===== config.mk =====
export PLATFORM = sky130hd
export DESIGN_NAME = line_refill_engine
export DESIGN_NICKNAME = d
export VERILOG_FILES = /design/src/rtl/refill_pkg.sv /design/src/rtl/refill_cmd_gen.sv /design/src/rtl/refill_beat_ctr.sv /design/src/rtl/line_refill_engine.sv
export SDC_FILE = /design/constraint.sdc
export NUM_CORES = 1
export LEC_CHECK = 0
export ABC_AREA = 0
export ABC_CLOCK_PERIOD_IN_PS = 2700
export BUFFER_PORTS_ARGS = -buffer_cell sky130_fd_sc_hd__buf_2
export CAP_MARGIN = 25
export CORE_ASPECT_RATIO = 0.5
export CORE_MARGIN = 4
export CORE_UTILIZATION = 43
export CTS_CLUSTER_DIAMETER = 50
export DETAILED_ROUTE_END_ITERATION = 6
export PLACE_DENSITY = 0.86
export SLEW_MARGIN = 20
export SYNTH_ARGS = -nofsm -noshare
export SYNTH_HDL_FRONTEND = slang
export SYNTH_SLANG_ARGS = --single-unit

===== constraint.sdc =====
create_clock -name clk -period 2.7 [get_ports clk]
set_input_delay 0 -clock clk [delete_from_list [all_inputs] [get_ports clk]]
set_output_delay 0 -clock clk [all_outputs]
set_load 0.02 [all_outputs]

===== src/rtl/refill_pkg.sv =====
package refill_pkg;

   typedef enum logic [1:0] {
      RF_IDLE = 2'd0,
      RF_CMD  = 2'd1,
      RF_WAIT = 2'd2
   } refill_state_e;

   function automatic int index_width(input int words);
      return (words > 1) ? $clog2(words) : 1;
   endfunction

endpackage


===== src/rtl/refill_cmd_gen.sv =====
module refill_cmd_gen #(
   parameter int ADDR_W    = 32,
   parameter int WORDS     = 8,
   parameter int IDX_W     = 3,
   parameter int BC_W      = 4,
   parameter bit USE_BURST = 1'b1
) (
   input  logic              clk,
   input  logic              rst,
   input  logic              start,
   input  logic              active,
   input  logic [ADDR_W-1:0] base_addr,
   input  logic              rd_waitreq,
   output logic [ADDR_W-1:0] rd_addr,
   output logic [BC_W-1:0]   rd_burstcount,
   output logic              cmd_done
);

   logic [IDX_W-1:0] cmd_cnt_q;
   logic             last_cmd;
   logic             cmd_taken;

   assign cmd_taken = active && !rd_waitreq;
   assign cmd_done  = cmd_taken && last_cmd;

   generate
      if (USE_BURST) begin : g_burst
         assign rd_addr       = base_addr;
         assign rd_burstcount = BC_W'(WORDS);
         assign last_cmd      = 1'b1;
      end else begin : g_single
         assign rd_addr       = base_addr + (ADDR_W'(cmd_cnt_q) << 2);
         assign rd_burstcount = BC_W'(1);
         assign last_cmd      = (cmd_cnt_q == IDX_W'(WORDS - 1));

         // step of 4 between consecutive single reads
         assert_addr_step_R4: assert property (@(posedge clk) disable iff (rst)
            (cmd_taken && !last_cmd) |=> (rd_addr == $past(rd_addr) + ADDR_W'(4)));
      end
   endgenerate

   always_ff @(posedge clk) begin
      if (rst || start) begin
         cmd_cnt_q <= '0;
      end else if (cmd_taken && !last_cmd) begin
         cmd_cnt_q <= cmd_cnt_q + 1'b1;
      end
   end

endmodule


===== src/rtl/refill_beat_ctr.sv =====
module refill_beat_ctr #(
   parameter int WORDS = 8,
   parameter int IDX_W = 3
) (
   input  logic             clk,
   input  logic             rst,
   input  logic             beat_valid,
   output logic [IDX_W-1:0] beat_idx,
   output logic             last_beat
);

   logic [IDX_W-1:0] cnt_q;

   assign beat_idx  = cnt_q;
   assign last_beat = beat_valid && (cnt_q == IDX_W'(WORDS - 1));

   always_ff @(posedge clk) begin
      if (rst) begin
         cnt_q <= '0;
      end else if (beat_valid) begin
         cnt_q <= last_beat ? '0 : cnt_q + 1'b1;
      end
   end

   assert_idx_step_R7: assert property (@(posedge clk) disable iff (rst)
      (beat_valid && !last_beat) |=> (beat_idx == $past(beat_idx) + 1'b1));

   assert_idx_wrap_R7: assert property (@(posedge clk) disable iff (rst)
      last_beat |=> (beat_idx == '0));

endmodule


===== src/rtl/line_refill_engine.sv =====
module line_refill_engine
   import refill_pkg::*;
#(
   parameter int ADDR_W      = 32,
   parameter int LINE_BYTES  = 32,
   parameter int CACHE_BYTES = 4096,
   parameter bit BURST_EN    = 1'b1,
   localparam int WORDS      = LINE_BYTES / 4,
   localparam int IDX_W      = index_width(WORDS),
   localparam int BC_W       = $clog2(WORDS) + 1
) (
   input  logic              clk,
   input  logic              rst,
   input  logic              miss_valid,
   input  logic [ADDR_W-1:0] miss_addr,
   output logic              busy,
   output logic              done,
   output logic              rd_req,
   output logic [ADDR_W-1:0] rd_addr,
   output logic [BC_W-1:0]   rd_burstcount,
   input  logic              rd_waitreq,
   input  logic              rd_dvalid,
   input  logic [31:0]       rd_data,
   output logic              line_we,
   output logic [IDX_W-1:0]  line_idx,
   output logic [31:0]       line_wdata
);

   localparam int  OFF_W     = $clog2(LINE_BYTES);
   localparam bit  USE_BURST = BURST_EN && (WORDS > 1);
   localparam int  NUM_LINES = (CACHE_BYTES == 0) ? 0 : CACHE_BYTES / LINE_BYTES;

   // elaboration-time parameter checks
   generate
      if (!(LINE_BYTES == 4 || LINE_BYTES == 16 || LINE_BYTES == 32)) begin : g_bad_line
         $error("line_refill_engine: LINE_BYTES must be 4, 16 or 32");
      end
      if (CACHE_BYTES != 0 &&
          (CACHE_BYTES < 512 || CACHE_BYTES > 65536 ||
           (NUM_LINES & (NUM_LINES - 1)) != 0 ||
           NUM_LINES * LINE_BYTES != CACHE_BYTES)) begin : g_bad_cap
         $error("line_refill_engine: CACHE_BYTES must be 0 or a power of two in 512..65536");
      end
      if (ADDR_W <= OFF_W) begin : g_bad_addr
         $error("line_refill_engine: ADDR_W too small for the line size");
      end
   endgenerate

   refill_state_e     state_q;
   logic [ADDR_W-1:0] base_q;
   logic              done_q;
   logic              accept;
   logic              cmd_done;
   logic              beat_valid;
   logic              last_beat;
   logic              unused_offset;

   assign unused_offset = ^miss_addr[OFF_W-1:0];
   assign accept        = (state_q == RF_IDLE) && miss_valid;
   assign busy          = (state_q != RF_IDLE);
   assign rd_req        = (state_q == RF_CMD);
   assign done          = done_q;
   assign beat_valid    = busy && rd_dvalid;

   always_ff @(posedge clk) begin
      if (rst) begin
         state_q <= RF_IDLE;
         base_q  <= '0;
         done_q  <= 1'b0;
      end else begin
         done_q <= last_beat;
         if (accept) begin
            state_q <= RF_CMD;
            base_q  <= {miss_addr[ADDR_W-1:OFF_W], {OFF_W{1'b0}}};
         end else if (last_beat) begin
            state_q <= RF_IDLE;
         end else if (cmd_done) begin
            state_q <= RF_WAIT;
         end
      end
   end

   refill_cmd_gen #(
      .ADDR_W   (ADDR_W),
      .WORDS    (WORDS),
      .IDX_W    (IDX_W),
      .BC_W     (BC_W),
      .USE_BURST(USE_BURST)
   ) u_cmd (
      .clk          (clk),
      .rst          (rst),
      .start        (accept),
      .active       (rd_req),
      .base_addr    (base_q),
      .rd_waitreq   (rd_waitreq),
      .rd_addr      (rd_addr),
      .rd_burstcount(rd_burstcount),
      .cmd_done     (cmd_done)
   );

   refill_beat_ctr #(
      .WORDS(WORDS),
      .IDX_W(IDX_W)
   ) u_beat (
      .clk       (clk),
      .rst       (rst),
      .beat_valid(beat_valid),
      .beat_idx  (line_idx),
      .last_beat (last_beat)
   );

   assign line_we    = beat_valid;
   assign line_wdata = rd_data;

   assert_cmd_hold_R6: assert property (@(posedge clk) disable iff (rst)
      (rd_req && rd_waitreq) |=> (rd_req && $stable(rd_addr) && $stable(rd_burstcount)));

   assert_first_aligned_R2: assert property (@(posedge clk) disable iff (rst)
      $rose(rd_req) |-> (rd_addr[OFF_W-1:0] == '0));

   assert_done_single_R9: assert property (@(posedge clk) disable iff (rst)
      done |=> !done);

   assert_done_after_last_R9: assert property (@(posedge clk) disable iff (rst)
      done |-> (!busy && $past(line_we) && $past(line_idx) == IDX_W'(WORDS - 1)));

   assert_base_hold_R10: assert property (@(posedge clk) disable iff (rst)
      busy |=> $stable(base_q));

endmodule


**After elaboration in Yosys (flattened, before gate mapping)**

Cells that the tools add are included.

- Multiplexer cells: 4
- Add/subtract/negate cells: 1
- Equality and inequality tests: 2
- Reduce and logical (&&, ||, !) cells: 9

Operator list:

| cell | number |
|---|---|
| $logic_and A1 B1 Y1 | 4 |
| $add A3 B1 Y3 const B | 1 |
| $eq A3 B3 Y1 const B | 1 |
| $mux W1 | 3 |
| $mux W3 | 1 |
| $reduce_bool A3 Y1 | 1 |
| $reduce_or A3 Y1 | 1 |
| $eq A2 B1 Y1 const B | 1 |
| $logic_not A2 Y1 | 1 |
| $reduce_bool A2 Y1 | 1 |
| $logic_not A1 Y1 | 1 |

- Output and inout bits: 75
- Word-level logic and storage cells: 21
- Register bits: 33
- Input port bits: 69

**Depth between registers and ports, before layout**

- Depth after elaboration: 5
- Gate-level depth with buffers: 4
- Gate-level depth less buffers: 4

**Hierarchy**

Synthesis repeated with hierarchy kept, for this count alone.

- Cells, all modules: 188
- Area total of the unflattened synthesis: 1771.7 um2

By module, submodules not included:

| module | cells an instance | area an instance (um2) | instances |
|---|---|---|---|
| line_refill_engine | 134 | 1327.5 | 1 |
| refill_cmd_gen | 39 | 291.5 | 1 |
| refill_beat_ctr | 15 | 152.6 | 1 |

**Worst setup path before layout**

No wires, ideal clock.

- Path kind: register to register
- From: register u_beat.cnt_q[0] (netlist: u_beat.beat_idx[0])
- To: register u_beat.cnt_q[2] (netlist: u_beat.beat_idx[2])
- Slack: 1.347 ns
- Period minus slack after synthesis: 1.353 ns
- Path buffers: 0
- Arrival time: 1.281 ns
- Cell stages (with the launch flop): 5
- Library setup time: 0.072 ns
- Required time: 2.628 ns
- Path through: dfxtp_1 ha_1 ha_1 or3b_1 mux2i_1

- Cells in the longest elaborated chain, start to end: 3
- Elaborated cells on any way between the ends: 4
- Classes of those cells: 1 x add/sub; 1 x eq/ne; 1 x mux; 1 x reduce/logical

RTL lines:

| item | RTL line | source |
|---|---|---|
| from (decl) | refill_beat_ctr.sv:12 | `logic [IDX_W-1:0] cnt_q;` |
| from (signal assigned) | refill_beat_ctr.sv:21 | `cnt_q <= last_beat ? '0 : cnt_q + 1'b1;` |
| parallel branches: the longest is 2 deep, another holds $add A3 B1 Y3 | n/a |  |
| $mux W3 (*) | refill_beat_ctr.sv:21 |  |

Mark *: on every way between the ends.
A chain may end at the register's enable or synchronous reset.

**Final worst setup path**

Ends and elaborated chain as after synthesis.

==> summary.txt <==
Yosys
  – Synth cell types: 22
  – Post-Synth XOR/XNOR Area: 0
  – Synth area leaders: dfxtp_1, nand2b_1, buf_4, mux2i_1, buf_12
  – Synth Cell Area: 1850 um2
  – Synth Area in Adders: 0.0136
  – Simple-gate share of the synthesized area: 0.229
  – Yosys top cell area share: 0.358
  – Synth warn: 0
  – Mux share of post-synthesis cell area: 0.163
  – Post-synthesis compound-gate area fraction: 0.0203
  – Syn Area/Cell: 9.72 um2
  – FF+latch count, synth: 33
  – Largest family of logic cells by synthesized area: simple AND/OR/NAND/NOR gates
  – Post-synthesis sequential area ratio: 0.358
  – Post-synthesis cell count: 190
  – Post-synth top area cell: dfxtp_1

Clocking
  – Buffers inserted by post-CTS timing repair: 0
  – Clock transition at path regs: 0.06 ns
  – CTS Buf Count: 5
  – Root Driver: clkbuf_8
  – Clock Path Buffers: 2
  – Num Clock Sinks: 33
  – # H-tree levels: 2
  – CTS tree: built
  – Clock Latency Late Sink: 0.27 ns

Floorplan
  – Die height: 54.3 um
  – # IOs: 144
  – Die area: 5470 um2
  – Rows: 16
  – Die boundary width: 101 um
  – Initial Util: 0.459
  – Core footprint: 4020 um2

STA
  – Slew @ Worst Pin: 0.739 ns
  – Clock skew: 0.00195 ns
  – Final period util: 0.506
  – Fin crit period: 1.37 ns
  – Setup tns final: 0 ns
  – Setup violations, final: 0
  – Final hold violations: 0
  – Max Freq: 0.732 GHz
  – Slew headroom: 0.507
  – RSZ-0062 raised after global routing: false
  – Max Slew Vio Count: 0
  – Final hold slack: 0.00000669 ns

Detailed routing
  – DR pass1 iterations: 4
  – Vias per std cell: 4.48
  – DRT Wirelength: 3890 um
  – Vias: 1340
  – Routed Antenna Nets: 0
  – Wire per inst: 13.0 um
  – Iter 0 DRT Violations: 46
  – Remaining DRCs: 0

Setup path
  – CP Class: register to register
  – Worst path required time: 2.90 ns
  – CP dominant cell by count: ha_1
  – Slowest stage delay, CP: 0.34 ns
  – CP Max Fanout: 4
  – Worst Path Arrival: 1.57 ns
  – Slowest CP cell: dfxtp_1
  – CP cell instances: ha_1, ha_1, or3b_1, mux2i_1
  – Setup crit start kind: register
  – Worst Setup End Kind: register

Final layout
  – Register Area: 661 um2
  – Footprint of the multi-input gates: 827 um2
  – Fin cells: 299
  – Area grow syn2layout: 21.1%
  – # diodes: 0
  – Nets@finish: 316
  – Most frequent cells in the layout: buf_2, nand2b_1, dfxtp_1
  – Finished Cell Area: 2240 um2
  – Most common cell after layout, fill and taps aside: buf_2
  – Layout cell share with drive strength beyond 1: 0.302
  – Filler cells: 353

GRT
  – Number of global-route vias before repair: 1313
  – Grt total ovfl: 0
  – Initial antenna violation count: 0
  – Pin count of the biggest net entering global routing: 65
  – GRT Total Usage: 0.143
  – First-pass GRT wire length: 6120 um

Place
  – Final GP Congestion: 0.667
  – HPWL Detailed: 2730 um
  – Port-buffer cells: 65
  – DP Area: 1900 um2
  – # placed instances: 267

Pwr
  – PwrDens: 531 nW/um2
  – Pleak: 1.07 nW
  – Net switching power: 0.332 mW
  – Sequential share of power: 0.462
  – Sw Share: 0.280
  – Internal: 0.855 mW
  – Clock share of power: 0.310
  – Maximum VDD drop: 0.286 mV
  – Comb pwr share: 0.228

Hold path
  – Worst hold path class: input pin to output port

Run status
  – Status: finished clean

Job
  – Max-cap violations: 0
## flip-flops by register name, summed over array words and instances (netlist names)
signal / cells
state_q: 2
base_q: 27
done: 1
u_beat.beat_idx: 3
## kinds of logic after synthesis
group / count (synthesis)
AOI/OAI and AO/OA: 5
adders and majority gates: 2
buffers and inverters: 52
DFF: 33
muxes: 30
other: 2
and+or+nand+nor: 66
## per-stage QoR
step | setup slack [ns] | total power [mW] | util
3_5_place_dp | 1.35 | 0.803 | 0.472
2_1_floorplan | 1.35 | 0.813 | -
5_1_grt | 1.30 | 1.25 | 0.556
6_report | 1.33 | 1.19 | 0.556
3_3_place_gp | 1.42 | 0.793 | 0.472
4_1_cts | 1.33 | 1.20 | 0.556
## cell type report
class | instances | area share
Clock buffer | 7 | 0.0386
Inverter | 1 | 0.00168
Multi-Input combinational cell | 112 | 0.370
Sequential cell | 33 | 0.295
Tap cell | 54 | 0.0302
Timing Repair Buffer | 92 | 0.264
## worst max-delay path, delay by kind of cell, from the launching register on
| kind | cells | cell delay, ns |
|---|---|---|
| flip-flops | 1 | 0.34 |
| AND/OR/NAND/NOR | 1 | 0.34 |
| multiplexers | 1 | 0.14 |
| adder cells (fa/ha/maj) | 2 | 0.48 |
## metal layers
layer	track usage	vias up	routed length, um
li1	-	667	-
met1	0.144	601	1440
met2	0.280	58	2080
met3	0.0458	14	302
met4	0.0604	0	63
met5	0	-	0
## power by group through the flow
stage                     Combinational (mW)  Clock [mW]  Sequential [mW]
final                                  0.271       0.368            0.548
after global routing                   0.294       0.407            0.553
after CTS                              0.272       0.383            0.548
after detailed placement               0.245           0            0.558
after global placement                 0.238           0            0.555
after floorplan                        0.215           0            0.598
## synth_stat cells
master      n
a21oi_1     1
conb_1      2
and3b_1     1
mux2_1      1
o21a_1      2
buf_2       2
buf_4      41
or2_1       1
clkbuf_1    5
or3b_1      1
o2bb2ai_1   1
nor3_1      1
o32ai_1     1
ha_1        2
buf_12      2
mux2i_1    29
nand2b_1   58
buf_6       1
nor3b_2     1
inv_1       1
dfxtp_1    33
nor2b_1     3
## worst paths after layout
path	startpoint	depth (start not counted)	slack (ns)	to
max reg2reg	u_beat.beat_idx[0]$_SDFFE_PP0P_	4	1.33	u_beat.beat_idx[2]$_SDFFE_PP0P_
min	rd_data[0]	0	0.000007	line_wdata[0]
max	u_beat.beat_idx[0]$_SDFFE_PP0P_	4	1.33	u_beat.beat_idx[2]$_SDFFE_PP0P_
min reg2reg	base_q[18]$_SDFFE_PP0P_	2	0.47	base_q[18]$_SDFFE_PP0P_
## repair_timing
action	4_1_cts	5_1_grt
endpoints found under the hold margin	25	0
hold buffers	25	0
resized for setup	0	0
No activity file was read; power rests on OpenSTA's default activity.
